## src/rtl/kwdt_pkg.sv

```systemverilog
package kwdt_pkg;
  localparam logic [15:0] CNT_KEY  = 16'h5A5A;
  localparam logic [23:0] CSR_KEY  = 24'hA5A5A5;
  localparam int          OFF_CNT  = 0;
  localparam int          OFF_CSR  = 4;
  localparam int          BIT_EN   = 7;
  localparam int          BIT_BUSY = 5;
  localparam int          BIT_OVF  = 4;

  function automatic int unsigned div_of(input logic [2:0] sel);
    case (sel)
      3'd0:    return 1;
      3'd1:    return 4;
      3'd2:    return 16;
      3'd3:    return 32;
      3'd4:    return 64;
      3'd5:    return 128;
      default: return 1024;
    endcase
  endfunction
endpackage

```

## src/rtl/kwdt_regs.sv

```systemverilog
module kwdt_regs
  import kwdt_pkg::*;
#(
  parameter int ADDR_W = 4,
  parameter int CNT_W  = 16
) (
  input  logic              clk,
  input  logic              rst,
  input  logic [ADDR_W-1:0] addr,
  input  logic [31:0]       wdata,
  input  logic              we,
  input  logic              ovf_set,
  output logic              cnt_wr,
  output logic [CNT_W-1:0]  cnt_wval,
  output logic              en,
  output logic [2:0]        sel,
  output logic [1:0]        spare,
  output logic              ovf
);
  logic csr_wr;

  always_comb begin
    cnt_wr   = we && (addr == ADDR_W'(OFF_CNT)) && (wdata[31:16] == CNT_KEY);
    csr_wr   = we && (addr == ADDR_W'(OFF_CSR)) && (wdata[31:8] == CSR_KEY);
    cnt_wval = wdata[CNT_W-1:0];
  end

  always_ff @(posedge clk) begin
    if (rst) begin
      en    <= 1'b0;
      sel   <= 3'd0;
      spare <= 2'b00;
      ovf   <= 1'b0;
    end else begin
      if (csr_wr) begin
        en    <= wdata[BIT_EN];
        sel   <= wdata[2:0];
        spare <= {wdata[6], wdata[3]};
      end
      if (ovf_set)
        ovf <= 1'b1;
      else if (csr_wr && !wdata[BIT_OVF] && !wdata[BIT_BUSY])
        ovf <= 1'b0;
      else if (csr_wr && !wdata[BIT_OVF])
        ovf <= 1'b0;
    end
  end
endmodule

```

## src/rtl/kwdt_prescaler.sv

```systemverilog
module kwdt_prescaler
  import kwdt_pkg::*;
#(
  parameter int PRE_W = 10
) (
  input  logic       clk,
  input  logic       rst,
  input  logic       en,
  input  logic [2:0] sel,
  output logic       tick
);
  logic [PRE_W-1:0] pcnt;
  logic [PRE_W-1:0] lim;

  always_comb begin
    lim  = PRE_W'(div_of(sel) - 1);
    tick = en && (pcnt == lim);
  end

  always_ff @(posedge clk) begin
    if (rst || !en)
      pcnt <= '0;
    else if (tick)
      pcnt <= '0;
    else
      pcnt <= pcnt + 1'b1;
  end
endmodule

```

## src/rtl/kwdt_counter.sv

```systemverilog
module kwdt_counter #(
  parameter int CNT_W     = 16,
  parameter int BUSY_CYC  = 3,
  parameter int PULSE_CYC = 4
) (
  input  logic             clk,
  input  logic             rst,
  input  logic             tick,
  input  logic             wr,
  input  logic [CNT_W-1:0] wval,
  output logic [CNT_W-1:0] count,
  output logic             busy,
  output logic             wrap,
  output logic             rst_req
);
  localparam int BW = $clog2(BUSY_CYC + 1);
  localparam int PW = $clog2(PULSE_CYC + 1);

  logic [BW-1:0]    busy_cnt;
  logic [CNT_W-1:0] pend;
  logic [PW-1:0]    pulse_cnt;
  logic             load;

  always_comb begin
    busy    = (busy_cnt != '0);
    load    = (busy_cnt == BW'(1)) && !wr;
    wrap    = tick && !load && (count == '1);
    rst_req = (pulse_cnt != '0);
  end

  always_ff @(posedge clk) begin
    if (rst) begin
      busy_cnt <= '0;
      pend     <= '0;
    end else if (wr) begin
      busy_cnt <= BW'(BUSY_CYC);
      pend     <= wval;
    end else if (busy_cnt != '0) begin
      busy_cnt <= busy_cnt - 1'b1;
    end
  end

  always_ff @(posedge clk) begin
    if (rst)
      count <= '0;
    else if (load)
      count <= pend;
    else if (tick)
      count <= count + 1'b1;
  end

  always_ff @(posedge clk) begin
    if (rst)
      pulse_cnt <= '0;
    else if (wrap)
      pulse_cnt <= PW'(PULSE_CYC);
    else if (pulse_cnt != '0)
      pulse_cnt <= pulse_cnt - 1'b1;
  end
endmodule

```

## src/rtl/kwdt_top.sv

```systemverilog
module kwdt_top
  import kwdt_pkg::*;
#(
  parameter int ADDR_W    = 4,
  parameter int CNT_W     = 16,
  parameter int PRE_W     = 10,
  parameter int BUSY_CYC  = 3,
  parameter int PULSE_CYC = 4
) (
  input  logic              clk,
  input  logic              rst,
  input  logic [ADDR_W-1:0] bus_addr,
  input  logic [31:0]       bus_wdata,
  input  logic              bus_we,
  output logic [31:0]       bus_rdata,
  output logic              rst_req
);
  logic             cnt_wr, en_w, ovf_w, tick_w, busy_w, wrap_w;
  logic [CNT_W-1:0] cnt_wval, count_w;
  logic [2:0]       sel_w;
  logic [1:0]       spare_w;
  logic [7:0]       csr_byte;

  kwdt_regs #(.ADDR_W(ADDR_W), .CNT_W(CNT_W)) regs_i (
    .clk(clk), .rst(rst), .addr(bus_addr), .wdata(bus_wdata), .we(bus_we),
    .ovf_set(wrap_w), .cnt_wr(cnt_wr), .cnt_wval(cnt_wval), .en(en_w),
    .sel(sel_w), .spare(spare_w), .ovf(ovf_w)
  );

  kwdt_prescaler #(.PRE_W(PRE_W)) pre_i (
    .clk(clk), .rst(rst), .en(en_w), .sel(sel_w), .tick(tick_w)
  );

  kwdt_counter #(.CNT_W(CNT_W), .BUSY_CYC(BUSY_CYC), .PULSE_CYC(PULSE_CYC)) cnt_i (
    .clk(clk), .rst(rst), .tick(tick_w), .wr(cnt_wr), .wval(cnt_wval),
    .count(count_w), .busy(busy_w), .wrap(wrap_w), .rst_req(rst_req)
  );

  assign csr_byte = {en_w, spare_w[1], busy_w, ovf_w, spare_w[0], sel_w};

  always_ff @(posedge clk) begin
    if (rst)
      bus_rdata <= '0;
    else if (bus_addr == ADDR_W'(OFF_CNT))
      bus_rdata <= 32'(count_w);
    else if (bus_addr == ADDR_W'(OFF_CSR))
      bus_rdata <= {24'h0, csr_byte};
    else
      bus_rdata <= '0;
  end
endmodule

```

## config.mk

```make
export PLATFORM = sky130hd
export DESIGN_NAME = kwdt_top
export DESIGN_NICKNAME = d
export VERILOG_FILES = /design/src/rtl/kwdt_pkg.sv /design/src/rtl/kwdt_regs.sv /design/src/rtl/kwdt_prescaler.sv /design/src/rtl/kwdt_counter.sv /design/src/rtl/kwdt_top.sv
export SDC_FILE = /design/constraint.sdc
export NUM_CORES = 1
export LEC_CHECK = 0
export ABC_AREA = 1
export BUFFER_PORTS_ARGS = -buffer_cell sky130_fd_sc_hd__buf_2
export CAP_MARGIN = 20
export CORE_MARGIN = 3
export CORE_UTILIZATION = 57
export CTS_BUF_LIST = sky130_fd_sc_hd__clkbuf_8
export DETAILED_ROUTE_END_ITERATION = 8
export PLACE_DENSITY = 0.87
export SYNTH_ARGS = -nofsm -noshare
export SYNTH_HDL_FRONTEND = slang
export SYNTH_SLANG_ARGS = --single-unit
```

## constraint.sdc

```tcl
create_clock -name clk -period 2.55 [get_ports clk]
set_input_delay 0 -clock clk [delete_from_list [all_inputs] [get_ports clk]]
set_output_delay 0 -clock clk [all_outputs]
set_load 0.03 [all_outputs]
```

Word level (Yosys, flattened, before mapping)
Cells that the tools add are included.
- eq/ne operators: 11
- add/sub/neg operators: 5
- mux-type cells: 12
- reduce and logical (&&, ||, !) cells: 27
- operators by type and width (cell ; number):
    $mux W16 ; 3
    $pmux W8 S6 ; 1
    $eq A24 B24 Y1 const B ; 1
    $add A16 B1 Y16 const B ; 1
    $eq A16 B15 Y1 const B ; 1
    $eq A16 B16 Y1 const B ; 1
    $add A10 B1 Y10 const B ; 1
    $eq A10 B10 Y1 ; 1
    $logic_and A1 B1 Y1 ; 10
    $sub A10 B1 Y10 const B ; 1
    $mux W8 ; 1
    $reduce_bool A2 Y1 ; 4
    $eq A3 B2 Y1 const B ; 2
    $eq A3 B3 Y1 const B ; 2
    $mux W3 ; 2
    $reduce_bool A3 Y1 ; 2
    $reduce_or A2 Y1 ; 3
    $logic_not A1 Y1 ; 5
    $eq A4 B3 Y1 const B ; 1
    $logic_not A4 Y1 ; 1
    $mux W2 ; 2
    $eq A3 B1 Y1 const B ; 1
    $logic_not A3 Y1 ; 1
    $mux W1 ; 3
    other kinds (4) ; 4
- input port bits: 39
- bits in registers: 86
- logic and storage cells: 67
- output and inout port bits: 33

Longest topological paths before layout
- depth after elaboration: 9
- mapped depth: 15

Cells and area by module
Synthesis repeated with hierarchy kept, for this count alone.
- cells, all modules: 561
- area, all modules: 3932.5 um^2
- by module, submodules not included (module ; area an instance (um^2) ; times used ; cells each ; seq. area each (um^2)):
    kwdt_counter ; 1955.6 ; 1 ; 279 ; 740.7
    kwdt_top ; 739.5 ; 1 ; 80 ; 320.3
    kwdt_prescaler ; 670.6 ; 1 ; 109 ; 200.2
    kwdt_regs ; 566.8 ; 1 ; 93 ; 140.1

Worst setup path after synthesis
Ideal clock, no wire load.
- path type: register to register
- from: reg regs_i.sel[1]
- to: reg cnt_i.count[9]
- stages on the path, launching flop included: 15
- setup slack: 0.602 ns
- clock period less this slack: 1.948 ns
- data required time: 2.432 ns
- arrival: 1.830 ns
- cell sequence: dfxtp_1 nor2_2 nand2_2 ha_1 inv_1 nand2_1 nand2_1 nand2_1 nand2_1 nand2_1 nor2_2 nand3_4 buf_2 nor3_1 nor2_1
- cells in the longest elaborated chain, start to end: 6
- elaborated cells on any way between the ends: 11
- classes of those cells: add/sub (1); eq/ne (6); mux (1); reduce/logical (3)
- RTL lines (element ; RTL line ; RTL):
    start: declaration ; kwdt_regs.sv:16 ; output logic [2:0] sel,
    start signal: assignment ; kwdt_regs.sv:37 ; sel <= wdata[2:0];
    $eq A3 B3 Y1, or another cell as far along ; kwdt_pkg.sv:11 ; case (sel)
    $pmux W8 S6 * ; kwdt_pkg.sv:11 ;
    $sub A10 B1 Y10 * ; kwdt_prescaler.sv:16 ; lim = PRE_W'(div_of(sel) - 1);
    $eq A10 B10 Y1 * ; kwdt_prescaler.sv:17 ; tick = en && (pcnt == lim);
    $logic_and A1 B1 Y1 * ; kwdt_prescaler.sv:17 ;
    $reduce_bool A2 Y1 (no line) * ; - ;
    end signal: assignment ; kwdt_counter.sv:47 ; count <= pend;
    end signal: assignment ; kwdt_counter.sv:49 ; count <= count + 1'b1;
    end: declaration ; kwdt_counter.sv:11 ; output logic [CNT_W-1:0] count,
Every way passes the cells marked *; elsewhere a longest branch is shown, timed or not.
A chain may end at the register's enable or synchronous reset.

Worst setup path in the final report
- from: reg regs_i.sel[2]
- to: reg cnt_i.count[0]
The elaborated chain is that of the path after synthesis.

==> run_results.csv <==
group,metric,value,unit
timing,whs,0.0152,ns
place,placement.io_buffers,55,
pwr,clkPwrFrac,30.3,%
pwr,peakVddDrop,413,uV
worst_setup_path,cp_max_fo,18,
clock_network,numClockSinks,70,
layout,layout-drive-gt1-share,17.5,%
layout,final_common_cell,"nand2_1",
drt,drc,0,
timing,rsz0062_at_grt,"no",
pwr,p_switching,0.832,mW
run,drv_cap,0,
logic_synthesis,seq_area_frac_synth,37.4,%
worst_setup_path,worstSetupEndpointType,"flop",
place,gp_congestion,0.918,
logic_synthesis,synth-edff-count,0,
timing,clock.fmax,0.438,GHz
layout,utilization,70.5,%
layout,antenna_cells,0,
global_routing,grt_pass1_vias,3320,
floorplanning,core_area,0.00613,mm2
timing,post-route-min-period,2.28,ns
timing,setup_viol,0,
min_path,hold_path_class,"input pin to flop",
logic_synthesis,synth-async-reset-ratio,0,%
place,hpwlAfterDp,6.39,mm
clock_network,htree_levels,3,
clock_network,post-cts-setup-buffers,0,
layout,final_nets,654,
layout,multi_input_area,0.00193,mm2
timing,period_share,89.6,%
clock_network,clockBufferDepth,2,
drt,viasPerCell,5.22,
pwr,combPwrFrac,22.7,%
global_routing,track_usage,24.5,%
timing,tightest_slew,0.726,ns
logic_synthesis,synth.avg_cell_area,6.96,um2
layout,register_area,0.00140,mm2
clock_network,tritoncts,"built",
floorplanning,fp.dieArea,0.00758,mm2
global_routing,overflow,0,
clock_network,cts_root_buffer,"clkbuf_8",
clock_network,cts_buffers,9,
pwr,power.density,590,mW/mm2
pwr,p_total,2.55,mW
status,status,"finished clean",
drt,ant_nets,0,
pwr,p_leak,1.87,nW
timing,setup_tns,0,ns
worst_setup_path,path_class,"flop to flop",
pwr,intPower,1.72,mW
timing,drv_slew,0,
drt,wl_per_cell,13.0,um
worst_setup_path,cp-start-kind,"flop",
floorplanning,start_util,61.1,%
timing,clock_skew,0.0122,ns
drt,vias,3576,
worst_setup_path,r2r_cells,14,
timing,hold_viol,0,
clock_network,clk_pin_slew_worst_paths,0.07,ns
logic_synthesis,synthCells,538,
floorplanning,rows,28,
drt,drt_iter0_drc,220,
floorplanning,die_x,87.1,um
global_routing,grt_max_degree,41,
timing,slew-limit-headroom,51.4,%
pwr,switching_share,32.6,%
drt,drt_first_pass_iters,5,
logic_synthesis,ys_types,31,
layout,syn_to_final_growth,15.3,%
worst_setup_path,cp.arrival,2.56,ns
min_path,holdPathStages,4,
place,dp_cells,656,
logic_synthesis,synth_area,0.00375,mm2
floorplanning,ios,72,
drt,wirelength,8.88,mm
pwr,seq_power_share,47.1,%
layout,layoutNonFillerInstCount,685,
logic_synthesis,ys_warn_count,0,
layout,nFillCells,511,
logic_synthesis,synth-seq-cells,70,
floorplanning,dieHeight,87.1,um
global_routing,grt_pass1_wl,14.7,mm
clock_network,clkLatencyLatePin,0.35,ns
logic_synthesis,ys.flop_type,"dfxtp_1",
global_routing,antenna_found_initial,0,
worst_setup_path,critPathRequiredTime,2.83,ns
layout,final_cell_mix,"nand2_1 (109), dfxtp_1 (70), inv_1 (69), nor2_1 (66), buf_2 (55)",
[sequential cells by signal (all words and copies together) (netlist names)]
signal	count
bus_rdata	16
cnt_i.count	16
cnt_i.pend	16
pre_i.pcnt	10
cnt_i.pulse_cnt	3
regs_i.sel	3
cnt_i.busy_cnt	2
regs_i.spare	2
regs_i.en	1
regs_i.ovf	1
[what timing repair did]
action,CTS,global route
gates resized for setup,0,1
hold buffers,15,0
endpoints found under the hold margin,19,0
setup endpoints to repair,0,3
[final timing paths]
kind	slack, ns	startpoint	endpoint
worst max-delay path	0.27	regs_i.sel[2]	cnt_i.count[0]
worst min-delay path	0.02	bus_addr[3]	bus_rdata[4]
worst max register to register	0.27	regs_i.sel[2]	cnt_i.count[0]
worst min register to register	0.45	cnt_i.pend[4]	cnt_i.pend[4]
[power groups by stage]
| stage | combinational, mW | clock [mW] | sequential (mW) |
|---|---|---|---|
| final | 0.577 | 0.772 | 1.20 |
| after global routing | 0.649 | 0.825 | 1.21 |
| after CTS | 0.566 | 0.781 | 1.20 |
| after detailed placement | 0.544 | 0 | 1.22 |
| after global placement | 0.528 | 0 | 1.22 |
| after floorplan | 0.479 | 0 | 1.21 |
[Yosys cell counts (2+ instances only)]
master	instances	share of area, %
nand2_1	109	11
dfxtp_1	70	37
inv_1	69	6.9
nor2_1	66	6.6
nand3_1	42	5.6
o21ai_0	33	4.4
a21oi_1	25	3.3
buf_4	18	3.6
xor2_1	15	3.5
nand2_2	12	2.0
nor3_1	11	1.5
nand4_1	10	1.7
a21oi_2	9	2.1
clkbuf_1	8	0.80
ha_1	8	2.7
o32ai_1	7	1.6
buf_2	5	0.67
nand3b_1	3	0.60
nor2_2	3	0.50
a211oi_1	2	0.40
inv_2	2	0.20
nand3_2	2	0.53
[layout make-up]
cell class | count | share of cell area (%)
Clock inverter | 4 | 0.579
Inverter | 72 | 6.26
Tap cell | 75 | 2.17
Timing Repair Buffer | 75 | 10.7
Clock buffer | 10 | 3.19
Multi-Input combinational cell | 379 | 44.7
Sequential cell | 70 | 32.4
[layer usage]
metal  vias to the layer above  track usage, %  wire (um)
li1                       1822               -          -
met1                      1590            29.6       3860
met2                       140            40.6       4140
met3                        24            7.38        639
met4                         0            10.1        237
met5                         -               0          0
[kinds of logic after synthesis]
| group | after synthesis | share of synthesized area [%] |
|---|---|---|
| xor gates and xnor gates | 15 | 3.51 |
| DFF | 70 | 37.4 |
| adders and majority gates | 8 | 2.67 |
| buffers and inverters | 104 | 12.8 |
| AOI/OAI and AO/OA | 78 | 12.3 |
| and+or+nand+nor | 262 | 31.2 |
| other | 1 | 0.100 |
[worst max-delay path, cell delays in order, from the launching register on]
cell and delay [ns]:
dfxtp_1 0.38, inv_2 0.16, nand2_2 0.09, ha_1 0.25
inv_1 0.15, nand2_1 0.09, nand2_1 0.08, nand2_1 0.05
nand2_1 0.08, nand2_1 0.06, nor2_2 0.13, nand3_4 0.24
nand2_8 0.23, nand2_1 0.08, a21oi_1 0.13
[through the flow]
step | instance area (um2) | setup WS, ns
after floorplan | 3800 | 0.602
after detailed placement | 4000 | 0.260
final | 4320 | 0.266
after global routing | 4320 | 0.0230
after global placement | 4000 | 0.341
after CTS | 4310 | 0.249
(Power assumes the default switching activity.)
